[src/rtl/cfgld_pkg.sv]
package cfgld_pkg;

   typedef enum logic [1:0] {
      ERR_NONE    = 2'd0,
      ERR_TIMEOUT = 2'd1,
      ERR_IO      = 2'd2,
      ERR_INVALID = 2'd3
   } cfgld_err_e;

   typedef enum logic [3:0] {
      ST_IDLE,
      ST_PROG_LOW,
      ST_INIT_HIGH,
      ST_DONE_CHK,
      ST_LATENCY,
      ST_DATA_REQ,
      ST_DATA_SHIFT,
      ST_TAIL_CHK,
      ST_TAIL_SHIFT,
      ST_FINAL_SHIFT
   } cfgld_state_e;

   function automatic int max_int(input int a, input int b);
      return (a > b) ? a : b;
   endfunction

endpackage

[src/rtl/cfgld_sync.sv]
module cfgld_sync #(
   parameter int W      = 2,
   parameter int STAGES = 2
) (
   input  logic         clk,
   input  logic         rst_n,
   input  logic [W-1:0] d,
   input  logic [W-1:0] rst_val,
   output logic [W-1:0] q
);
   if (STAGES < 2) begin : g_bad_stages
      initial $fatal(1, "cfgld_sync needs at least two stages");
   end

   for (genvar b = 0; b < W; b++) begin : g_bit
      logic [STAGES-1:0] chain;
      always_ff @(posedge clk or negedge rst_n) begin
         if (!rst_n) chain <= {STAGES{rst_val[b]}};
         else        chain <= {chain[STAGES-2:0], d[b]};
      end
      assign q[b] = chain[STAGES-1];
   end
endmodule

[src/rtl/cfgld_timer.sv]
module cfgld_timer #(
   parameter int TW = 32
) (
   input  logic          clk,
   input  logic          rst_n,
   input  logic          load,
   input  logic [TW-1:0] load_val,
   output logic          expired
);
   logic [TW-1:0] cnt;

   always_ff @(posedge clk or negedge rst_n) begin
      if (!rst_n)           cnt <= '0;
      else if (load)        cnt <= load_val;
      else if (cnt != '0)   cnt <= cnt - 1'b1;
   end

   assign expired = (cnt == '0);
endmodule

[src/rtl/cfgld_shifter.sv]
module cfgld_shifter #(
   parameter int CLK_DIV = 4,
   parameter int W       = 8
) (
   input  logic         clk,
   input  logic         rst_n,
   input  logic         load,
   input  logic [W-1:0] byte_in,
   output logic         busy,
   output logic         byte_done,
   output logic         sclk,
   output logic         sdo
);
   localparam int DW = (CLK_DIV > 1) ? $clog2(CLK_DIV) : 1;
   localparam int BW = $clog2(W + 1);
   localparam logic [DW-1:0] DIV_LAST = DW'(CLK_DIV - 1);

   logic [W-1:0]  sr;
   logic [BW-1:0] bits_left;
   logic [DW-1:0] div_cnt;

   always_ff @(posedge clk or negedge rst_n) begin
      if (!rst_n) begin
         sr        <= '0;
         bits_left <= '0;
         div_cnt   <= '0;
         busy      <= 1'b0;
         byte_done <= 1'b0;
         sclk      <= 1'b0;
         sdo       <= 1'b1;
      end else begin
         byte_done <= 1'b0;
         if (load && !busy) begin
            sdo       <= byte_in[W-1];
            sr        <= byte_in << 1;
            bits_left <= BW'(W - 1);
            div_cnt   <= '0;
            busy      <= 1'b1;
            sclk      <= 1'b0;
         end else if (busy) begin
            if (div_cnt == DIV_LAST) begin
               div_cnt <= '0;
               if (!sclk) begin
                  sclk <= 1'b1;
               end else begin
                  sclk <= 1'b0;
                  if (bits_left == '0) begin
                     busy      <= 1'b0;
                     byte_done <= 1'b1;
                  end else begin
                     sdo       <= sr[W-1];
                     sr        <= sr << 1;
                     bits_left <= bits_left - 1'b1;
                  end
               end
            end else begin
               div_cnt <= div_cnt + 1'b1;
            end
         end
      end
   end

   // data moves only in the low half of the serial clock
   p_din_low_only_r7: assert property (@(posedge clk) disable iff (!rst_n)
      !$stable(sdo) |-> !sclk);
   // a byte finishes with the clock back low
   p_byte_end_low_r7: assert property (@(posedge clk) disable iff (!rst_n)
      byte_done |-> !sclk && !busy);
endmodule

[src/rtl/fpga_serial_loader.sv]
module fpga_serial_loader
   import cfgld_pkg::*;
#(
   parameter int CLK_DIV      = 4,
   parameter int HAS_INIT     = 1,
   parameter int INIT_TMO_CYC = 200_000_000,
   parameter int LATENCY_CYC  = 1_500_000,
   parameter int PROG_MIN_CYC = 100,
   parameter int CT_W         = 32,
   parameter int SYNC_STAGES  = 2,
   parameter int BYTE_W       = 8
) (
   input  logic              clk,
   input  logic              rst_n,
   input  logic              start,
   input  logic              partial,
   input  logic [CT_W-1:0]   cmpl_tmo_cyc,
   input  logic [BYTE_W-1:0] s_data,
   input  logic              s_valid,
   input  logic              s_last,
   output logic              s_ready,
   output logic              cfg_prog_n,
   input  logic              cfg_init_n,
   input  logic              cfg_done,
   output logic              cfg_cclk,
   output logic              cfg_din,
   output logic              busy,
   output logic              done_ok,
   output logic [1:0]        err_code,
   output logic              err_init_rise
);
   localparam int TW_I = $clog2(INIT_TMO_CYC + 1);
   localparam int TW_L = $clog2(LATENCY_CYC + 1);
   localparam int TW_P = $clog2(PROG_MIN_CYC + 1);
   localparam int TW   = max_int(max_int(TW_I, TW_L), max_int(TW_P, CT_W));

   if (CLK_DIV < 2) begin : g_bad_div
      initial $fatal(1, "CLK_DIV must be at least 2");
   end
   if (BYTE_W < 2) begin : g_bad_width
      initial $fatal(1, "BYTE_W must be at least 2");
   end
   if (HAS_INIT != 0 && HAS_INIT != 1) begin : g_bad_init
      initial $fatal(1, "HAS_INIT must be 0 or 1");
   end

   // pin synchronisers: bit 1 init, bit 0 done
   logic [1:0] pins_s;
   logic       init_s, done_s;
   cfgld_sync #(.W(2), .STAGES(SYNC_STAGES)) u_sync (
      .clk     (clk),
      .rst_n   (rst_n),
      .d       ({cfg_init_n, cfg_done}),
      .rst_val (2'b10),
      .q       (pins_s)
   );
   assign init_s = pins_s[1];
   assign done_s = pins_s[0];

   logic          tmr_ld, tmr_zero;
   logic [TW-1:0] tmr_val;
   cfgld_timer #(.TW(TW)) u_timer (
      .clk      (clk),
      .rst_n    (rst_n),
      .load     (tmr_ld),
      .load_val (tmr_val),
      .expired  (tmr_zero)
   );

   logic              sh_load, sh_busy, sh_done;
   logic [BYTE_W-1:0] sh_byte;
   cfgld_shifter #(.CLK_DIV(CLK_DIV), .W(BYTE_W)) u_shift (
      .clk       (clk),
      .rst_n     (rst_n),
      .load      (sh_load),
      .byte_in   (sh_byte),
      .busy      (sh_busy),
      .byte_done (sh_done),
      .sclk      (cfg_cclk),
      .sdo       (cfg_din)
   );

   // init pin present or replaced by a fixed delay
   logic          lo_met, lo_fail, hi_met;
   logic [TW-1:0] lo_load;
   if (HAS_INIT != 0) begin : g_init_pin
      assign lo_load = TW'(INIT_TMO_CYC);
      assign lo_met  = !init_s;
      assign lo_fail = init_s && tmr_zero;
      assign hi_met  = init_s;
   end else begin : g_init_strap
      assign lo_load = TW'(PROG_MIN_CYC);
      assign lo_met  = tmr_zero;
      assign lo_fail = 1'b0;
      assign hi_met  = 1'b1;
   end

   cfgld_state_e state, nxt;
   cfgld_err_e   err_q, err_nxt;
   logic         last_q;
   logic         stat_clr, set_err, set_rise, set_ok, prog_lo, prog_hi;

   always_comb begin
      nxt      = state;
      tmr_ld   = 1'b0;
      tmr_val  = '0;
      sh_load  = 1'b0;
      sh_byte  = '1;
      stat_clr = 1'b0;
      set_err  = 1'b0;
      err_nxt  = ERR_NONE;
      set_rise = 1'b0;
      set_ok   = 1'b0;
      prog_lo  = 1'b0;
      prog_hi  = 1'b0;
      s_ready  = 1'b0;
      unique case (state)
         ST_IDLE: if (start) begin
            stat_clr = 1'b1;
            if (partial) begin
               set_err = 1'b1;
               err_nxt = ERR_INVALID;
            end else begin
               prog_lo = 1'b1;
               tmr_ld  = 1'b1;
               tmr_val = lo_load;
               nxt     = ST_PROG_LOW;
            end
         end
         ST_PROG_LOW: if (lo_met) begin
            prog_hi = 1'b1;
            tmr_ld  = 1'b1;
            tmr_val = TW'(INIT_TMO_CYC);
            nxt     = ST_INIT_HIGH;
         end else if (lo_fail) begin
            prog_hi = 1'b1;
            set_err = 1'b1;
            err_nxt = ERR_TIMEOUT;
            nxt     = ST_IDLE;
         end
         ST_INIT_HIGH: if (hi_met) begin
            nxt = ST_DONE_CHK;
         end else if (tmr_zero) begin
            set_err  = 1'b1;
            err_nxt  = ERR_TIMEOUT;
            set_rise = 1'b1;
            nxt      = ST_IDLE;
         end
         ST_DONE_CHK: if (done_s) begin
            set_err = 1'b1;
            err_nxt = ERR_IO;
            nxt     = ST_IDLE;
         end else begin
            tmr_ld  = 1'b1;
            tmr_val = TW'(LATENCY_CYC);
            nxt     = ST_LATENCY;
         end
         ST_LATENCY: if (tmr_zero) nxt = ST_DATA_REQ;
         ST_DATA_REQ: begin
            s_ready = !sh_busy;
            sh_byte = s_data;
            if (s_valid && !sh_busy) begin
               sh_load = 1'b1;
               nxt     = ST_DATA_SHIFT;
            end
         end
         ST_DATA_SHIFT: if (sh_done) begin
            if (last_q) begin
               tmr_ld  = 1'b1;
               tmr_val = TW'(cmpl_tmo_cyc);
               nxt     = ST_TAIL_CHK;
            end else begin
               nxt = ST_DATA_REQ;
            end
         end
         ST_TAIL_CHK: if (done_s) begin
            sh_load = 1'b1;
            nxt     = ST_FINAL_SHIFT;
         end else if (tmr_zero) begin
            set_err = 1'b1;
            err_nxt = ERR_TIMEOUT;
            nxt     = ST_IDLE;
         end else begin
            sh_load = 1'b1;
            nxt     = ST_TAIL_SHIFT;
         end
         ST_TAIL_SHIFT:  if (sh_done) nxt = ST_TAIL_CHK;
         ST_FINAL_SHIFT: if (sh_done) begin
            set_ok = 1'b1;
            nxt    = ST_IDLE;
         end
         default: nxt = ST_IDLE;
      endcase
   end

   always_ff @(posedge clk or negedge rst_n) begin
      if (!rst_n) begin
         state         <= ST_IDLE;
         err_q         <= ERR_NONE;
         err_init_rise <= 1'b0;
         done_ok       <= 1'b0;
         cfg_prog_n    <= 1'b1;
         last_q        <= 1'b0;
      end else begin
         state <= nxt;
         if (stat_clr) begin
            err_q         <= ERR_NONE;
            err_init_rise <= 1'b0;
            done_ok       <= 1'b0;
         end
         if (set_err)  err_q         <= err_nxt;
         if (set_rise) err_init_rise <= 1'b1;
         if (set_ok)   done_ok       <= 1'b1;
         if (prog_lo)  cfg_prog_n    <= 1'b0;
         if (prog_hi)  cfg_prog_n    <= 1'b1;
         if (sh_load && state == ST_DATA_REQ) last_q <= s_last;
      end
   end

   assign busy     = (state != ST_IDLE);
   assign err_code = err_q;

   // no serial clock pulse while program is asserted
   p_cclk_needs_release_r5: assert property (@(posedge clk) disable iff (!rst_n)
      cfg_cclk |-> cfg_prog_n);
   // program is only held low during a load
   p_prog_low_busy_r3: assert property (@(posedge clk) disable iff (!rst_n)
      !cfg_prog_n |-> busy);
   // byte requests stay out of the clocked and program phases
   p_ready_phase_r12: assert property (@(posedge clk) disable iff (!rst_n)
      s_ready |-> !cfg_cclk && cfg_prog_n && busy);
   // a new load starts with clean status
   p_status_clean_r11: assert property (@(posedge clk) disable iff (!rst_n)
      $rose(busy) |-> err_code == ERR_NONE && !done_ok && !err_init_rise);
   // status holds while idle with no start
   p_status_hold_r11: assert property (@(posedge clk) disable iff (!rst_n)
      (!busy && !start) |=> $stable(err_code) && $stable(done_ok) && $stable(err_init_rise));
   // success never carries an error code
   p_ok_no_err_r8: assert property (@(posedge clk) disable iff (!rst_n)
      done_ok |-> err_code == ERR_NONE);
endmodule

[config.mk]
export PLATFORM = sky130hd
export DESIGN_NAME = fpga_serial_loader
export DESIGN_NICKNAME = d
export VERILOG_FILES = /design/src/rtl/cfgld_pkg.sv /design/src/rtl/cfgld_sync.sv /design/src/rtl/cfgld_timer.sv /design/src/rtl/cfgld_shifter.sv /design/src/rtl/fpga_serial_loader.sv
export SDC_FILE = /design/constraint.sdc
export NUM_CORES = 1
export LEC_CHECK = 0
export ABC_CLOCK_PERIOD_IN_PS = 4500
export BUFFER_PORTS_ARGS = -buffer_cell sky130_fd_sc_hd__buf_2
export CORE_UTILIZATION = 43
export DETAILED_ROUTE_END_ITERATION = 8
export SLEW_MARGIN = 0
export SYNTH_ARGS = -nofsm -noshare
export SYNTH_HDL_FRONTEND = slang
export SYNTH_SLANG_ARGS = --single-unit
[constraint.sdc]
create_clock -name clk -period 4.5 [get_ports clk]
set_input_delay 0.9 -clock clk [delete_from_list [all_inputs] [get_ports clk]]
set_output_delay 0.9 -clock clk [all_outputs]
set_load 0.02 [all_outputs]
==> results of run 1 <==
[flip-flops by register name, summed over array words and instances (netlist names)]
| register | cells |
|---|---|
| last_q | 1 |
| u_shift.busy | 1 |
| cfg_prog_n | 1 |
| u_timer.cnt | 32 |
| u_shift.sdo | 1 |
| u_shift.sr | 7 |
| u_shift.div_cnt | 2 |
| u_shift.byte_done | 1 |
| state | 4 |
| u_shift.sclk | 1 |
| err_init_rise | 1 |
| u_shift.bits_left | 4 |
| u_sync.g_bit.chain | 4 |
| done_ok | 1 |
| err_code | 2 |
[final cells by class]
type	count	area [um^2]
clock buffers	12	145
well taps	105	131
inverters	9	33.8
multi-input cells	310	1980
flip-flops and latches	63	1580
fillers	817	4030
clock inverters	4	45.0
repair buffers	60	310
[per-stage QoR]
| step | cell area (um^2) | power [W] | utilization [%] | setup slack [ns] |
|---|---|---|---|---|
| 6_report | 4220 | 0.00211 | 51.2 | 1.35 |
| 5_1_grt | 4220 | 0.00229 | 51.2 | 1.00 |
| 4_1_cts | 4220 | 0.00213 | 51.2 | 1.33 |
| 3_5_place_dp | 4030 | 0.00163 | 48.8 | 1.05 |
| 3_3_place_gp | 4030 | 0.00161 | 48.8 | 1.16 |
| 2_1_floorplan | 3680 | 0.00142 | - | 1.74 |
[cell usage after synthesis (all sizes together) (2+ instances only)]
| cell type | instances | area share, % |
|---|---|---|
| a21oi | 22 | 3.0 |
| a22oi | 7 | 1.4 |
| a31o | 10 | 2.4 |
| a31oi | 11 | 1.9 |
| and2 | 4 | 0.68 |
| buf | 4 | 0.68 |
| clkbuf | 17 | 1.7 |
| dfrtp | 59 | 40 |
| dfstp | 4 | 2.9 |
| ha | 5 | 1.7 |
| inv | 9 | 0.92 |
| mux2 | 4 | 1.2 |
| mux2i | 4 | 1.1 |
| nand2 | 35 | 3.6 |
| nand2b | 7 | 1.2 |
| nand3 | 16 | 2.2 |
| nand4 | 5 | 0.85 |
| nand4bb | 2 | 0.61 |
| nor2 | 30 | 3.1 |
| nor2b | 3 | 0.51 |
| nor3 | 18 | 2.6 |
| nor3b | 2 | 0.41 |
| nor4 | 10 | 2.0 |
| nor4b | 3 | 0.88 |
| o211ai | 5 | 1.0 |
| o21a | 4 | 0.82 |
| o21ai | 31 | 4.2 |
| o311ai | 3 | 0.71 |
| o41ai | 3 | 0.71 |
| or2 | 4 | 0.68 |
| or3 | 10 | 1.7 |
| or4 | 12 | 2.7 |
| or4b | 3 | 0.82 |
| xnor2 | 15 | 3.6 |
| xor2 | 9 | 2.1 |
[where the power goes]
part / switching (W) / leakage [nW] / internal [W] / total [W]
Sequential: 0.000195 / 0.770 / 0.000709 / 0.000904
Clock: 0.000219 / 0.100 / 0.000269 / 0.000488
Combinational: 0.000400 / 0.876 / 0.000318 / 0.000719
Total: 0.000815 / 1.75 / 0.00130 / 0.00211
[final timing paths]
kind	to	slack (ns)	cells after the start
max in group asynchronous	u_shift.sdo	2.87	2
min in group asynchronous	u_timer.cnt[10]	0.69	1
worst min-delay path	u_sync.g_bit[0].chain[1]	0.35	0
worst min register to register	u_sync.g_bit[0].chain[1]	0.35	0
worst max register to register	u_timer.cnt[20]	1.35	5
worst max-delay path	u_timer.cnt[20]	1.35	5
[metal layers]
layer	share of wire [%]	GRT usage [%]	vias up
li1	-	-	1589
met1	51	33.5	1536
met2	43	33.7	88
met3	5.0	4.11	12
met4	1.5	7.58	0
met5	0	0	-
[critical path, cell delays in order (launching register included)]
cell     delay, ns
dfrtp_1       0.57
or4b_2        0.79
o32ai_2       0.63
nor3_2        0.33
nand2_1       0.49
o21ai_0       0.19
[logic make-up after synthesis]
kind of cell,Yosys count
buffers and inverters,30
AO/OA/AOI/OAI,107
multiplexers,8
adder cells (fa/ha/maj),5
XOR/XNOR,24
AND/OR/NAND/NOR,166
flip-flops,63
==> flow_summary.ini, run 1 <==
[synthesis]
synth_seq_area_share_pct = 43.0
synth_top_family_by_area = simple AND/OR/NAND/NOR gates
synthMuxAreaShare_pct = 2.31
postSynthRegisterBits = 63
synth_xor_area_share_pct = 5.71
synthAdderAreaFrac_pct = 1.70
synth_area_per_cell_um2 = 9.13
synth_fp_nets = 456
synth_flop_cell = dfrtp_1
synth_compound_area_share_pct = 19.1
synth_edf_count = 0
synthArstFlopShare_pct = 100
syn_inst = 403
yosys_warnings = 0
syn_area_um2 = 3680
synthSimpleGateAreaFrac_pct = 24.9
synth_cell_types = 54

[sta]
fin_skew_ns = 0.00922
setup_viol = 0
holdWs_ns = 0.347
fin_crit_sh_pct = 70.0
finalHoldViolations = 0
worstMarginPinSlew_ns = 1.05
grt_setup_unrepaired = false
max_freq_mhz = 318
finalMaxSlewViolations = 0
slew-limit-headroom_pct = 29.5
fin_crit_ns = 3.15
tns_ns = 0

[drt]
antenna_left = 0
drtIter0Drc = 161
dr.pass1.iters = 4
routed_wirelength_um = 9310
vias_per_cell = 5.73
vias = 3225
drc_errors = 0
wl_per_cell_um = 16.5

[floorplanning]
die-area_um2 = 8930
io_pins = 57
core_um2 = 8260
die_w_um = 94.5
start_util_pct = 44.5
rows = 33
die_h_um = 94.5

[global_route]
track_usage_pct = 22.8
grt_pass1_wl_um = 15700
antenna_found_initial = 0
grt_max_degree = 41
gr-total-overflow = 0
grt_pass1_vias = 3175

[clock_tree]
cts_setup_buffers = 0
cts_resized = 0
clock-root-buffer = clkbuf_8
htreeDepth = 3
clk_pin_slew_worst_paths_ns = 0.07
numCtsBuffers = 9
cts_tree = yes
clock_latency_ns = 0.35
clock-sinks = 63
clock_path_buffers = 2
hold_buffers = 0

[critical_path]
end_kind = register
cp_data_required_time_ns = 4.70
critPathMaxFanout = 19
reg2reg_from = state[1]
crit_start = state[1]
critPathLaunchType = register
cp.arrival_ns = 3.35
critical_path_class = register to register

[layout]
antenna_cells = 0
syn_to_final_growth_pct = 14.8
drive_above_1_share_pct = 23.8
stdcell_count = 563
final_cell_mix = dfrtp_1 (59), buf_2 (56), nand2_1 (35), o21ai_0 (31), nor2_1 (29)
layout_commonest_cell = dfrtp_1
final_nets = 506

[place]
hpwl_um = 6520
dpl.cell_count = 547
gp_congestion = 0.840
numPortBuffers = 56

[worst_hold_path]
hold_path.startpoint = u_sync.g_bit[0].chain[0]
hp-class = register to register

[power_and_ir_drop]
vdd_drop_max_v = 0.000226
p_leak_nw = 1.75
pwr_density_cell_nw_per_um2 = 500

[outcome]
status = completed

[flow_run]
cap_violations = 0
No activity file was read; power rests on OpenSTA's default activity.
==> run 2, diff against run 1 <==
--- a/config.mk
+++ b/config.mk
@@ -5,7 +5,8 @@
 export SDC_FILE = /design/constraint.sdc
 export NUM_CORES = 1
 export LEC_CHECK = 0
-export ABC_CLOCK_PERIOD_IN_PS = 4500
+export ABC_AREA = 1
+export ABC_CLOCK_PERIOD_IN_PS = 3200
 export BUFFER_PORTS_ARGS = -buffer_cell sky130_fd_sc_hd__buf_2
 export CORE_UTILIZATION = 43
 export DETAILED_ROUTE_END_ITERATION = 8
==> constraint.sdc (replaced) <==
create_clock -name clk -period 3.2 [get_ports clk]
set_input_delay 0.64 -clock clk [delete_from_list [all_inputs] [get_ports clk]]
set_output_delay 0.64 -clock clk [all_outputs]
set_load 0.02 [all_outputs]
==> run 2 against run 1 <==
Compared with the run above:
- routed wire length is 6.4% higher
- worst hold slack worse by 0.24 ns
- combinational power is 93% lower
- flip-flop and latch count stayed put
- worst setup slack worse by 0.27 ns
- critical endpoint is now s_ready
- non-clock buffer count is 1 higher
- highest routed layer unchanged
==> flow_summary.ini, run 2 <==
[global_route]
track_usage_pct = 21.9
gr-total-overflow = 0
grt_max_degree = 38
grt_pass1_vias = 3634
antenna_found_initial = 0
grt_pass1_wl_um = 16600

[drt]
vias_per_cell = 5.13
routed_wirelength_um = 9910
drtIter0Drc = 155
drc_errors = 0
antenna_left = 0
wl_per_cell_um = 14.0
vias = 3635
dr.pass1.iters = 6

[worst_hold_path]
hp-class = input pin to asynchronous set/reset pin

[power_and_ir_drop]
vdd_drop_max_v = 0.000201
p_leak_nw = 2.09
totalPowerFinal_w = 0.00156
pwr_density_cell_nw_per_um2 = 343

[synthesis]
synth_edf_count = 0
synth_area_per_cell_um2 = 7.47
synth_fp_nets = 589
synth_cell_types = 45
synth_xor_area_share_pct = 4.38
synth_seq_area_share_pct = 39.5
yosysTopAreaCell = dfrtp_1
ys_top_cells_by_area = dfrtp_1 (37%), nand2_1 (14%), nor2_1 (7.4%)
synthSimpleGateAreaFrac_pct = 36.3
synthTopCellsByCount = nand2_1 (149), nor2_1 (79), dfrtp_1 (59)
syn_inst = 536
postSynthRegisterBits = 63
synthArstFlopShare_pct = 100
synthAdderAreaFrac_pct = 1.56
synthMuxAreaShare_pct = 0
synth_compound_area_share_pct = 11.3
synth_flop_cell = dfrtp_1
yosys_warnings = 0
synth_most_common_cell = nand2_1
syn_area_um2 = 4000
synth_top_area_share_pct = 36.9
synth_top_family_by_area = simple AND/OR/NAND/NOR gates

[layout]
antenna_cells = 0
top_register = u_timer.cnt
top_regs = u_timer.cnt x32, u_shift.sr x7
syn_to_final_growth_pct = 13.9
final_nets = 649
final_cell_mix = nand2_1 (149), nor2_1 (79), dfrtp_1 (59), buf_2 (56), a21oi_1 (43)
drive_above_1_share_pct = 22.3
stdcell_count = 709
layout_commonest_cell = nand2_1
largest_register_ffs = 32

[sta]
slew-limit-headroom_pct = 60.9
fin_crit_ns = 2.12
max_freq_mhz = 471
holdWs_ns = 0.111
grt_setup_unrepaired = false
finalMaxSlewViolations = 0
worstMarginPinSlew_ns = 0.580
finalHoldViolations = 0
tns_ns = 0
fin_skew_ns = 0.00894
fin_crit_sh_pct = 66.3
setup_viol = 0

[floorplanning]
rows = 34
io_pins = 57
start_util_pct = 45.2
die-area_um2 = 9700
die_w_um = 98.5
die_h_um = 98.5
core_um2 = 8850

[clock_tree]
numCtsBuffers = 9
clock-root-buffer = clkbuf_8
clock_path_buffers = 2
cts_setup_buffers = 0
clock_latency_ns = 0.35
cts_tree = yes
clock-sinks = 63
htreeDepth = 3
hold_buffers = 0
cts_resized = 0
clk_pin_slew_worst_paths_ns = 0.07

[critical_path]
end_kind = output pin
cp_data_required_time_ns = 2.56
critical_path_class = register to output pin
critPathLaunchType = register
critPathMaxFanout = 10
cp.arrival_ns = 1.48

[place]
dpl.cell_count = 693
hpwl_um = 7390
gp_congestion = 0.909
numPortBuffers = 56

[outcome]
status = completed

[flow_run]
cap_violations = 0
run 2: area by class of cell:
| type | instances | area (um^2) |
|---|---|---|
| fillers | 898 | 4290 |
| multi-input cells | 414 | 2140 |
| flip-flops and latches | 63 | 1580 |
| repair buffers | 61 | 318 |
| inverters | 47 | 181 |
| clock buffers | 11 | 141 |
| well taps | 108 | 135 |
| clock inverters | 5 | 58.8 |
run 2: worst paths after layout:
check / start / end / slack, ns / depth (start not counted)
max reg2reg: state[1] / u_timer.cnt[23] / 1.20 / 11
min: rst_n / u_timer.cnt[19] / 0.11 / 1
min in group clk: u_sync.g_bit[1].chain[0] / u_sync.g_bit[1].chain[1] / 0.36 / 0
min reg2reg: u_sync.g_bit[1].chain[0] / u_sync.g_bit[1].chain[1] / 0.36 / 0
max: state[3] / s_ready / 1.08 / 4
max in group asynchronous: rst_n / cfg_prog_n / 2.35 / 2
run 2: metrics by stage:
stage / instance area (um^2) / setup slack [ns] / utilization (%)
final: 4560 / 1.08 / 51.5
after global routing: 4560 / 0.939 / 51.5
after CTS: 4560 / 1.04 / 51.5
after detailed placement: 4360 / 1.08 / 49.3
after global placement: 4360 / 1.13 / 49.3
after floorplan: 4000 / 1.55 / -
run 2: critical path, cell delays in order (launching register included):
cell,delay (ns)
dfrtp_1,0.46
nor2_4,0.18
nand2_2,0.17
nor2_1,0.14
buf_2,0.18
run 2: power by group:
part           leakage (nW)  switching, W  internal [W]  total [W]
Sequential            0.735    0.00000122      0.000800   0.000801
Clock                0.0955      0.000332      0.000381   0.000713
Combinational          1.26     0.0000273     0.0000224  0.0000497
run 2: logic make-up (layout without fill, tap and decap cells):
group | count (synthesis) | count (layout)
flops | 63 | 63
buf+inv | 59 | 124
fa+ha+maj | 5 | 5
simple gates | 309 | 309
xor+xnor | 20 | 20
compound gates | 80 | 80
run 2: metal layers:
metal | track usage (%) | up-vias | routed length [um]
met5 | 0 | - | 0
li1 | - | 1840 | -
met2 | 38.6 | 79 | 5050
met4 | 8.50 | 0 | 182
met3 | 5.96 | 18 | 438
met1 | 25.4 | 1698 | 4240
==> run 3, diff against run 2 <==
--- a/config.mk
+++ b/config.mk
@@ -6,7 +6,7 @@
 export NUM_CORES = 1
 export LEC_CHECK = 0
 export ABC_AREA = 1
-export ABC_CLOCK_PERIOD_IN_PS = 3200
+export ABC_CLOCK_PERIOD_IN_PS = 2000
 export BUFFER_PORTS_ARGS = -buffer_cell sky130_fd_sc_hd__buf_2
 export CORE_UTILIZATION = 43
 export DETAILED_ROUTE_END_ITERATION = 8
==> constraint.sdc (replaced) <==
create_clock -name clk -period 2 [get_ports clk]
set_input_delay 0.4 -clock clk [delete_from_list [all_inputs] [get_ports clk]]
set_output_delay 0.4 -clock clk [all_outputs]
set_load 0.02 [all_outputs]
==> run 3 against run 2 <==
Compared with the run above:
- cell area grew 1.5%
- non-clock buffer count rose by 8
- total power up 51%
- flip-flop and latch count stayed put
- clock skew is 0.0042 ns higher
- via count is 1.0% lower
- routed wire length down 2.0%
- first-iteration DRC count fell by 2.6%
- global-route usage decreased by 0.28 points
- worst hold slack lost 0.10 ns
- sequential power increased by 60%
- combinational power increased by 61%
- critical path type unchanged
- critical endpoint unchanged
- largest power group unchanged
- highest routed layer is now met5
==> flow_summary.ini, run 3 (synthesis gave the netlist of run 2 again) <==
[sta]
grt_setup_unrepaired = false
finalMaxSlewViolations = 0
fin_skew_ns = 0.0132
slew-limit-headroom_pct = 68.0
fin_crit_ns = 1.89
worstMarginPinSlew_ns = 0.480
setup_viol = 0
max_freq_mhz = 529
tns_ns = 0
finalHoldViolations = 0
fin_crit_sh_pct = 94.5

[global_route]
antenna_found_initial = 1
track_usage_pct = 21.6
grt_pass1_vias = 3530
grt_max_degree = 45
gr-total-overflow = 0
grt_pass1_wl_um = 16400

[drt]
wl_per_cell_um = 13.5
routed_wirelength_um = 9710
antenna_left = 0
vias = 3598
wl_met2_um = 4870
vias_per_cell = 5.02
wl_met3_um = 382
drtIter0Drc = 151
drc_errors = 0
dr.pass1.iters = 7
wl_met1_um = 4260
highest_layer = met5

[floorplanning]
die_h_um = 98.5
rows = 34
io_pins = 57
die-area_um2 = 9700
core_um2 = 8850
die_w_um = 98.5
start_util_pct = 45.2

[power_and_ir_drop]
seqPwrFrac_pct = 54.2
internal_power_w = 0.00180
pwr_density_cell_nw_per_um2 = 511
pwr-share-comb_pct = 3.4
p_sw_w = 0.000568
totalPowerFinal_w = 0.00237
swShare_pct = 24.0
vdd_drop_max_v = 0.000322
clkPwrFrac_pct = 42.5
p_leak_nw = 2.13

[clock_tree]
htreeDepth = 3
cts_tree = yes
clock-root-buffer = clkbuf_8
numCtsBuffers = 9
clk_pin_slew_worst_paths_ns = 0.07
clock-sinks = 63
clock_latency_ns = 0.35
cts_setup_buffers = 0
clock_path_buffers = 2

[critical_path]
critical_path_class = register to output pin
cp.arrival_ns = 1.49
cp_data_required_time_ns = 1.60
path_delay_family = flip-flops
critPathSlowestCell = dfrtp_1
critPathLaunchType = register
path_buf_inv = 1
max_stage_delay_ns = 0.49
cp_cell_sequence = nor2_4, nand2_2, nor2_1, buf_2
critPathMaxFanout = 10
end_kind = output pin

[layout]
drive_above_1_share_pct = 23.3
final_nets = 657
layout_commonest_cell = nand2_1
antenna_cells = 0
largest_register_ffs = 32
final_cell_mix = nand2_1 (149), nor2_1 (79), dfrtp_1 (59), buf_2 (56), a21oi_1 (43)
top_register = u_timer.cnt
top_regs = u_timer.cnt x32, u_shift.sr x7
syn_to_final_growth_pct = 15.6

[place]
hpwl_um = 7430
gp_congestion = 0.876
numPortBuffers = 56

[flow_run]
cap_violations = 0

[outcome]
status = completed

[worst_hold_path]
hp-class = input pin to asynchronous set/reset pin
## run 3: area by class of cell
type	instances	area [um^2]
fill	912	4220
multi-input combinational	414	2150
sequential	63	1580
timing repair buffer	69	403
inverter	47	184
clock buffer	11	141
tap	108	135
clock inverter	5	33.8
## run 3: stage by stage
stage	util, %	worst slack, ns	area (um^2)	instances	hold slack [ns]
6_report	52.3	0.111	4630	717	0.00901
5_1_grt	52.3	0.0129	4630	717	0.0439
4_1_cts	52.2	0.0717	4620	717	0.0239
3_5_place_dp	50.2	0.131	4440	701	0.337
3_3_place_gp	50.2	0.121	4440	701	0.333
2_1_floorplan	-	0.362	4000	536	0.104
## run 3: path summary, 6_finish.rpt
path                                               start                       end  slack, ns  cells after the start
worst max-delay path                            state[3]                   s_ready       0.11                      4
worst min-delay path                               rst_n           u_timer.cnt[20]      0.009                      1
worst max register to register           u_timer.cnt[18]           u_timer.cnt[15]       0.12                      9
worst min register to register  u_sync.g_bit[0].chain[0]  u_sync.g_bit[0].chain[1]       0.35                      0
max in group asynchronous                          rst_n               u_shift.sdo       1.33                      2
min in group clk                              cfg_init_n  u_sync.g_bit[1].chain[0]       0.14                      1
## run 3: metal layers
metal / track usage (%) / vias up
li1: - / 1862
met1: 26.1 / 1646
met2: 38.2 / 71
met3: 4.54 / 17
met4: 7.81 / 2
met5: 0 / -
## run 3: worst reg2reg max path, stage by stage (launching register included)
cell and delay (ns):
dfrtp_1 0.41, nor2_1 0.19, nand2_1 0.12, nor2_2 0.18, nand2_2 0.08, nor4_1 0.30, buf_4 0.19, nand2_1 0.06
inv_2 0.16, nor2_1 0.07
## run 3: what timing repair did
action	in CTS	in global routing
endpoints found under the setup margin	0	7
hold buffers	0	0
resized for setup	0	2
## run 3: power by group through the flow
stage,Clock (W),Sequential (W),Combinational (W)
4_1_cts,0.00103,0.00128,0.0000840
6_report,0.00100,0.00128,0.0000799
2_1_floorplan,0,0.00131,0.00000635
3_5_place_dp,0,0.00131,0.0000837
5_1_grt,0.00109,0.00128,0.0000921
3_3_place_gp,0,0.00131,0.0000827
